$ cat src/rtl/rs_pkg.sv
package rs_pkg;

    typedef enum logic [1:0] {
        ST_FREE  = 2'd0,
        ST_WAIT  = 2'd1,
        ST_READY = 2'd2
    } slot_state_e;

endpackage

$ cat src/rtl/rs_pick.sv
module rs_pick #(
    parameter int N = 4,
    localparam int IW = (N > 1) ? $clog2(N) : 1
) (
    input  logic          clk,
    input  logic          rst_n,
    input  logic [N-1:0]  req_i,
    output logic [N-1:0]  gnt_o,
    output logic [IW-1:0] idx_o,
    output logic          any_o
);

    always_comb begin
        idx_o = '0;
        for (int i = N - 1; i >= 0; i--) begin
            if (req_i[i]) begin
                idx_o = IW'(i);
            end
        end
        any_o = |req_i;
        gnt_o = '0;
        if (any_o) begin
            gnt_o[idx_o] = 1'b1;
        end
    end

    // the winner has no lower-indexed competitor
    p_lowest_wins_r7: assert property (@(posedge clk) disable iff (!rst_n)
        any_o |-> ((req_i & ((N'(1) << idx_o) - N'(1))) == '0));

    // a grant always lands on a requester
    p_grant_subset_r7: assert property (@(posedge clk) disable iff (!rst_n)
        (gnt_o & ~req_i) == '0);

endmodule

$ cat src/rtl/rs_slot.sv
module rs_slot
    import rs_pkg::*;
#(
    parameter int OP_W   = 4,
    parameter int DATA_W = 16,
    parameter int TAG_W  = 4
) (
    input  logic              clk,
    input  logic              rst_n,
    input  logic              alloc_i,
    input  logic [OP_W-1:0]   op_i,
    input  logic [TAG_W-1:0]  tag_a_i,
    input  logic [DATA_W-1:0] val_a_i,
    input  logic [TAG_W-1:0]  tag_b_i,
    input  logic [DATA_W-1:0] val_b_i,
    input  logic              bc_valid_i,
    input  logic [TAG_W-1:0]  bc_tag_i,
    input  logic [DATA_W-1:0] bc_data_i,
    input  logic              grant_i,
    output logic              busy_o,
    output logic              ready_o,
    output logic [OP_W-1:0]   op_o,
    output logic [DATA_W-1:0] a_o,
    output logic [DATA_W-1:0] b_o
);

    slot_state_e       state_q, state_n;
    logic [OP_W-1:0]   op_q, op_n;
    logic [DATA_W-1:0] va_q, va_n, vb_q, vb_n;
    logic [TAG_W-1:0]  ta_q, ta_n, tb_q, tb_n;

    function automatic logic bus_hit(input logic [TAG_W-1:0] t);
        return bc_valid_i && (t != '0) && (t == bc_tag_i);
    endfunction

    // operand capture: at allocation (with bypass) or while waiting
    always_comb begin
        op_n = op_q;
        va_n = va_q;
        ta_n = ta_q;
        vb_n = vb_q;
        tb_n = tb_q;
        if (alloc_i) begin
            op_n = op_i;
            va_n = bus_hit(tag_a_i) ? bc_data_i : val_a_i;
            ta_n = bus_hit(tag_a_i) ? '0 : tag_a_i;
            vb_n = bus_hit(tag_b_i) ? bc_data_i : val_b_i;
            tb_n = bus_hit(tag_b_i) ? '0 : tag_b_i;
        end else if (state_q == ST_WAIT) begin
            if (bus_hit(ta_q)) begin
                va_n = bc_data_i;
                ta_n = '0;
            end
            if (bus_hit(tb_q)) begin
                vb_n = bc_data_i;
                tb_n = '0;
            end
        end
    end

    // next-state logic
    always_comb begin
        state_n = state_q;
        unique case (state_q)
            ST_FREE: begin
                if (alloc_i) begin
                    state_n = (ta_n == '0 && tb_n == '0) ? ST_READY : ST_WAIT;
                end
            end
            ST_WAIT: begin
                if (ta_n == '0 && tb_n == '0) begin
                    state_n = ST_READY;
                end
            end
            ST_READY: begin
                if (grant_i) begin
                    state_n = ST_FREE;
                end
            end
            default: state_n = ST_FREE;
        endcase
    end

    // state register
    always_ff @(posedge clk) begin
        if (!rst_n) begin
            state_q <= ST_FREE;
        end else begin
            state_q <= state_n;
        end
    end

    // operand storage
    always_ff @(posedge clk) begin
        if (!rst_n) begin
            op_q <= '0;
            va_q <= '0;
            ta_q <= '0;
            vb_q <= '0;
            tb_q <= '0;
        end else begin
            op_q <= op_n;
            va_q <= va_n;
            ta_q <= ta_n;
            vb_q <= vb_n;
            tb_q <= tb_n;
        end
    end

    // outputs
    always_comb begin
        busy_o  = (state_q != ST_FREE);
        ready_o = (state_q == ST_READY);
        op_o    = op_q;
        a_o     = va_q;
        b_o     = vb_q;
    end

    // grant only reaches a slot whose operands are both present
    p_grant_ready_r6: assert property (@(posedge clk) disable iff (!rst_n)
        grant_i |-> (state_q == ST_READY && ta_q == '0 && tb_q == '0));

    // allocation only targets a free slot
    p_alloc_free_r9: assert property (@(posedge clk) disable iff (!rst_n)
        alloc_i |-> (state_q == ST_FREE));

    // a matching broadcast fills operand A
    p_capture_a_r4: assert property (@(posedge clk) disable iff (!rst_n)
        (state_q == ST_WAIT && bc_valid_i && ta_q != '0 && bc_tag_i == ta_q)
        |=> (ta_q == '0 && va_q == $past(bc_data_i)));

    // a matching broadcast fills operand B
    p_capture_b_r4: assert property (@(posedge clk) disable iff (!rst_n)
        (state_q == ST_WAIT && bc_valid_i && tb_q != '0 && bc_tag_i == tb_q)
        |=> (tb_q == '0 && vb_q == $past(bc_data_i)));

    // without a match a waiting operand is left alone
    p_hold_a_r10: assert property (@(posedge clk) disable iff (!rst_n)
        (state_q == ST_WAIT && !(bc_valid_i && bc_tag_i == ta_q))
        |=> ($stable(ta_q) && $stable(va_q)));

    // bypass at allocation
    p_bypass_a_r5: assert property (@(posedge clk) disable iff (!rst_n)
        (alloc_i && bc_valid_i && tag_a_i != '0 && bc_tag_i == tag_a_i)
        |=> (ta_q == '0 && va_q == $past(bc_data_i)));

    // a granted slot is free at the next edge
    p_release_r8: assert property (@(posedge clk) disable iff (!rst_n)
        grant_i |=> (state_q == ST_FREE));

endmodule

$ cat src/rtl/rs_pool.sv
module rs_pool #(
    parameter int OP_W     = 4,
    parameter int DATA_W   = 16,
    parameter int TAG_W    = 4,
    parameter int NUM_SLOT = 4,
    parameter int TAG_BASE = 1
) (
    input  logic              clk,
    input  logic              rst_n,
    input  logic              iss_valid,
    input  logic [OP_W-1:0]   iss_op,
    input  logic [TAG_W-1:0]  iss_tag_a,
    input  logic [DATA_W-1:0] iss_val_a,
    input  logic [TAG_W-1:0]  iss_tag_b,
    input  logic [DATA_W-1:0] iss_val_b,
    output logic              iss_ready,
    output logic [TAG_W-1:0]  iss_tag,
    input  logic              bc_valid,
    input  logic [TAG_W-1:0]  bc_tag,
    input  logic [DATA_W-1:0] bc_data,
    output logic              disp_valid,
    output logic [OP_W-1:0]   disp_op,
    output logic [DATA_W-1:0] disp_a,
    output logic [DATA_W-1:0] disp_b,
    output logic [TAG_W-1:0]  disp_tag
);

    localparam int IW = (NUM_SLOT > 1) ? $clog2(NUM_SLOT) : 1;

    logic [NUM_SLOT-1:0] busy_vec, ready_vec;
    logic [NUM_SLOT-1:0] free_gnt, disp_gnt, alloc_vec;
    logic [IW-1:0]       free_idx, disp_idx;
    logic                free_any, disp_any;
    logic [OP_W-1:0]     op_arr [NUM_SLOT];
    logic [DATA_W-1:0]   a_arr  [NUM_SLOT];
    logic [DATA_W-1:0]   b_arr  [NUM_SLOT];

    rs_pick #(.N(NUM_SLOT)) u_free_pick (
        .clk   (clk),
        .rst_n (rst_n),
        .req_i (~busy_vec),
        .gnt_o (free_gnt),
        .idx_o (free_idx),
        .any_o (free_any)
    );

    rs_pick #(.N(NUM_SLOT)) u_disp_pick (
        .clk   (clk),
        .rst_n (rst_n),
        .req_i (ready_vec),
        .gnt_o (disp_gnt),
        .idx_o (disp_idx),
        .any_o (disp_any)
    );

    assign alloc_vec = iss_valid ? free_gnt : '0;

    for (genvar g = 0; g < NUM_SLOT; g++) begin : g_slot
        rs_slot #(
            .OP_W   (OP_W),
            .DATA_W (DATA_W),
            .TAG_W  (TAG_W)
        ) u_slot (
            .clk        (clk),
            .rst_n      (rst_n),
            .alloc_i    (alloc_vec[g]),
            .op_i       (iss_op),
            .tag_a_i    (iss_tag_a),
            .val_a_i    (iss_val_a),
            .tag_b_i    (iss_tag_b),
            .val_b_i    (iss_val_b),
            .bc_valid_i (bc_valid),
            .bc_tag_i   (bc_tag),
            .bc_data_i  (bc_data),
            .grant_i    (disp_gnt[g]),
            .busy_o     (busy_vec[g]),
            .ready_o    (ready_vec[g]),
            .op_o       (op_arr[g]),
            .a_o        (a_arr[g]),
            .b_o        (b_arr[g])
        );
    end

    always_comb begin
        iss_ready  = free_any;
        iss_tag    = TAG_W'(free_idx) + TAG_W'(TAG_BASE);
        disp_valid = disp_any;
        disp_op    = op_arr[disp_idx];
        disp_a     = a_arr[disp_idx];
        disp_b     = b_arr[disp_idx];
        disp_tag   = TAG_W'(disp_idx) + TAG_W'(TAG_BASE);
    end

    // at most one dispatch per cycle
    p_one_dispatch_r7: assert property (@(posedge clk) disable iff (!rst_n)
        $onehot0(disp_gnt));

    // a full pool refuses issue
    p_full_stall_r9: assert property (@(posedge clk) disable iff (!rst_n)
        (&busy_vec) |-> !iss_ready);

    // a refused issue never raises occupancy
    p_no_grow_when_full_r9: assert property (@(posedge clk) disable iff (!rst_n)
        (iss_valid && !iss_ready)
        |=> ($countones(busy_vec) <= $past($countones(busy_vec))));

    // an accepted issue occupies one more slot unless one dispatches
    p_issue_fills_r2: assert property (@(posedge clk) disable iff (!rst_n)
        (iss_valid && iss_ready && !disp_valid)
        |=> ($countones(busy_vec) == $past($countones(busy_vec)) + 1));

endmodule

$ cat config.mk
export PLATFORM = sky130hd
export DESIGN_NAME = rs_pool
export DESIGN_NICKNAME = d
export VERILOG_FILES = /design/src/rtl/rs_pkg.sv /design/src/rtl/rs_pick.sv /design/src/rtl/rs_slot.sv /design/src/rtl/rs_pool.sv
export SDC_FILE = /design/constraint.sdc
export NUM_CORES = 1
export LEC_CHECK = 0
export BUFFER_PORTS_ARGS = -buffer_cell sky130_fd_sc_hd__buf_4
export CAP_MARGIN = 5
export CORE_ASPECT_RATIO = 1.25
export CORE_MARGIN = 2
export CORE_UTILIZATION = 40
export DETAILED_ROUTE_END_ITERATION = 10
export PLACE_DENSITY = 0.57
export RECOVER_POWER = 50
export SYNTH_ARGS = -nofsm -noshare
export SYNTH_HDL_FRONTEND = slang
export SYNTH_SLANG_ARGS = --single-unit
export TNS_END_PERCENT = 20
$ cat constraint.sdc
create_clock -name clk -period 3.9 [get_ports clk]
set_clock_uncertainty 0.1 [all_clocks]
set_input_delay 0.78 -clock clk [delete_from_list [all_inputs] [get_ports clk]]
set_output_delay 0.78 -clock clk [all_outputs]
set_load 0.03 [all_outputs]
==> run_results.csv <==
group,metric,value,unit
final_layout,fin_area,0.0120,sq mm
worst_setup_path,r2r-start,"g_slot[3].u_slot.state_q[1]",
final_layout,n_fill_cell,2594,
clocking,clk_pin_slew,0.07,ns
global_route,grt_pass1_vias,8859,
die,die_h,185,um
clocking,clock-sinks,184,
logic_synthesis,synth_edf_count,0,
hold_path,hp-class,"flip-flop to flip-flop",
global_route,grt_antenna_before_repair,0,
worst_setup_path,critPathLaunchType,"primary input",
final_layout,drive_gt1_share,20.0,%
power,p_leak,4.60,nW
timing,hold_viol,0,
final_layout,area_growth,15.2,%
logic_synthesis,synth-seq-cells,184,
detailed_routing,vias_per_cell,5.62,
place,post-dp-hpwl,20600,um
timing,fin_tns_setup,0,ns
detailed_routing,antenna_left,0,
timing,slew_headroom,-26.3,%
global_route,grt_pass1_wl,50200,um
clocking,cts_tree,"built",
worst_setup_path,cp.arrival,3.63,ns
clocking,postCtsSetupBuffers,0,
run_status,failed_checks,"capacitance limit, slew limit",
power,power_density,433,mW/mm^2
timing,tightest_slew,1.89,ns
hold_path,whs_path_depth,2,
die,num_io_pins,114,
die,num_rows,66,
place,gp_congestion,0.879,
logic_synthesis,synthCells,1260,
timing,timing.fmax,285,MHz
hold_path,hp-start,"g_slot[0].u_slot.op_o[0]",
final_layout,finish.utilization,46.5,%
global_route,grt_max_degree,86,
worst_setup_path,slowest_stage,"nor2_2",
worst_setup_path,crit_family,"simple AND/OR/NAND/NOR gates",
detailed_routing,wl_per_cell,19.3,um
logic_synthesis,ys_types,59,
logic_synthesis,yosys-top-cells-area,"dfxtp_1 35%, a211oi_1 12%, mux2_2 8.4%",
clocking,cts-resized-gates,0,
clocking,worstSkewPairLatency,0.43,ns
detailed_routing,drc,0,
die,initial_utilization,40.4,%
hold_path,min_to,"g_slot[0].u_slot.op_o[0]",
detailed_routing,wirelength,31700,um
die,core_area,0.0258,sq mm
run_status,outcome,"finished, violations left",
logic_synthesis,synth_top_area_share,35.3,%
timing,holdWs,0.350,ns
worst_setup_path,setup.worst_path.end_class,"flip-flop",
worst_setup_path,reg2regPathDepth,10,
job,max_cap_violations,1,
timing,finalSetupViolations,0,
clocking,clock_path_buffers,2,
logic_synthesis,synth_area_leader_cell,"dfxtp_1",
logic_synthesis,synth_flop_cell,"dfxtp_1",
clocking,cts_buffers,17,
worst_setup_path,r2r-end,"g_slot[1].u_slot.a_o[13]",
detailed_routing,drt_iter0_markers,610,
worst_setup_path,ff2ff_setup_slack,1.11,ns
power,ir_worst_vdd,273,uV
worst_setup_path,path_cells,"clkbuf_1, xnor2_1, nand3_1, nor2_2, buf_4, mux2i_1, a211oi_1",
detailed_routing,num_vias,9236,
clocking,cts_hold_buf,0,
logic_synthesis,syn-mean-instance-area,8.28,sq um
logic_synthesis,synthArstFlopShare,0,%
worst_setup_path,crit_path_max_fanout,17,
final_layout,diodes,0,
place,post_dp_cell_area,0.0115,sq mm
worst_setup_path,path_buf_inv,2,
logic_synthesis,synth-seq-area-share,35.3,%
final_layout,fin_nets,1362,
place,io_buffer_count,111,
die,dieArea,0.0274,sq mm
global_route,grtUsageTotal,23.3,%
timing,final_max_slew_viol_count,86,
logic_synthesis,yosysWarnings,0,
global_route,grt_overflow,0,
worst_setup_path,worstPathRequired,4.02,ns
timing,rsz0062_at_grt,"no",
timing,fin_crit_sh,89.9,%
detailed_routing,dr.pass1.iters,5,
logic_synthesis,netlist_area,0.0104,sq mm
worst_setup_path,cpPeakStageDelay,0.95,ns
clocking,h-tree-depth,4,
timing,fin_crit,3.51,ns
worst_setup_path,critPathKind,"primary input to flip-flop",
clocking,clk_root_buffer_cell,"clkbuf_16",
die,die_w,148,um
-- worst max path at each step --
stage | start | to | slack (ns) | cells after the start
after CTS | g_slot[2].u_slot.state_q[1] | disp_a[3] | 0.44 | 10
after global placement | bc_tag[1] | g_slot[1].u_slot.a_o[6] | 0.91 | 7
final | bc_tag[0] | g_slot[2].u_slot.a_o[6] | 0.39 | 7
after global routing | bc_tag[0] | g_slot[3].u_slot.state_q[0] | 0.14 | 8
after detailed placement | bc_tag[1] | g_slot[1].u_slot.a_o[6] | 0.87 | 7
after floorplan | g_slot[2].u_slot.state_q[1] | disp_b[10] | 0.73 | 8
-- cells by family (layout without fill, tap and decap cells) --
group	count (synthesis)	count (layout)	synth area share, %
multiplexers	144	144	15.2
other	1	2	0.0359
flip-flops	184	184	35.3
AO/OA/AOI/OAI	319	319	21.7
AND/OR/NAND/NOR	437	437	19.0
XOR/XNOR	33	33	2.77
adder cells (fa/ha/maj)	5	5	0.600
buffers and inverters	137	178	5.38
-- metrics by stage --
step	power [mW]	std cells	worst slack [ns]
after global routing	5.44	1642	0.139
after detailed placement	3.49	1610	0.865
after CTS	5.25	1642	0.437
after global placement	3.48	1610	0.906
after floorplan	3.03	1261	0.734
final	5.21	1642	0.394
-- layout by cell type (no fill, tap or decap), types with 30 or more instances in the layout --
| cell type | n |
|---|---|
| dfxtp_1 | 184 |
| a211oi_1 | 164 |
| nor2_1 | 157 |
| nand2_1 | 130 |
| buf_4 | 125 |
| mux2_2 | 78 |
| a31oi_1 | 52 |
| nor2b_1 | 39 |
| a21oi_1 | 35 |
| mux2_1 | 34 |
| mux2i_1 | 32 |
| nand3_1 | 30 |
-- sequential cells by signal, summed over array words and instances (netlist names) --
name	count
g_slot.u_slot.a_o	64
g_slot.u_slot.b_o	64
g_slot.u_slot.op_o	16
g_slot.u_slot.state_q	8
g_slot.u_slot.ta_q	16
g_slot.u_slot.tb_q	16
-- tightest hold or removal path: stages, from the launching register on --
cell,delay [ns]
dfxtp_1,0.31
nand2_1,0.05
a21oi_1,0.05
-- power by group --
group	internal [mW]	switching [mW]	leakage [nW]
Combinational	0.510	0.840	2.82
Sequential	2.01	0.0748	1.50
Clock	0.972	0.798	0.286
-- cell usage after synthesis, drive strengths merged, types with 3 or more instances --
master / instances
a211oi: 164
a21oi: 35
a31oi: 52
and2: 25
and3: 4
and3b: 3
buf: 34
clkbuf: 94
dfxtp: 184
ha: 5
inv: 9
mux2: 112
mux2i: 32
nand2: 131
nand2b: 5
nand3: 31
nor2: 159
nor2b: 39
nor3: 16
nor4: 6
o211a: 17
o21a: 3
o21ai: 22
o22ai: 5
or2: 6
or3: 3
or4: 3
xnor2: 18
xor2: 15
-- layout make-up --
class | count | area (sq um) | area share [%]
multi-input cells | 940 | 6220 | 51.7
flip-flops and latches | 184 | 3680 | 30.6
repair buffers | 137 | 1070 | 8.89
clock buffers | 19 | 443 | 3.68
well taps | 340 | 425 | 3.54
clock inverters | 13 | 145 | 1.21
inverters | 9 | 37.5 | 0.312
-- per-layer routing --
layer | global-route usage, % | share of wire, %
met5 | 0 | 0
met1 | 30.0 | 44
met3 | 3.27 | 4.1
met2 | 40.7 | 50
met4 | 6.21 | 2.0
No activity file was read; power rests on OpenSTA's default activity.
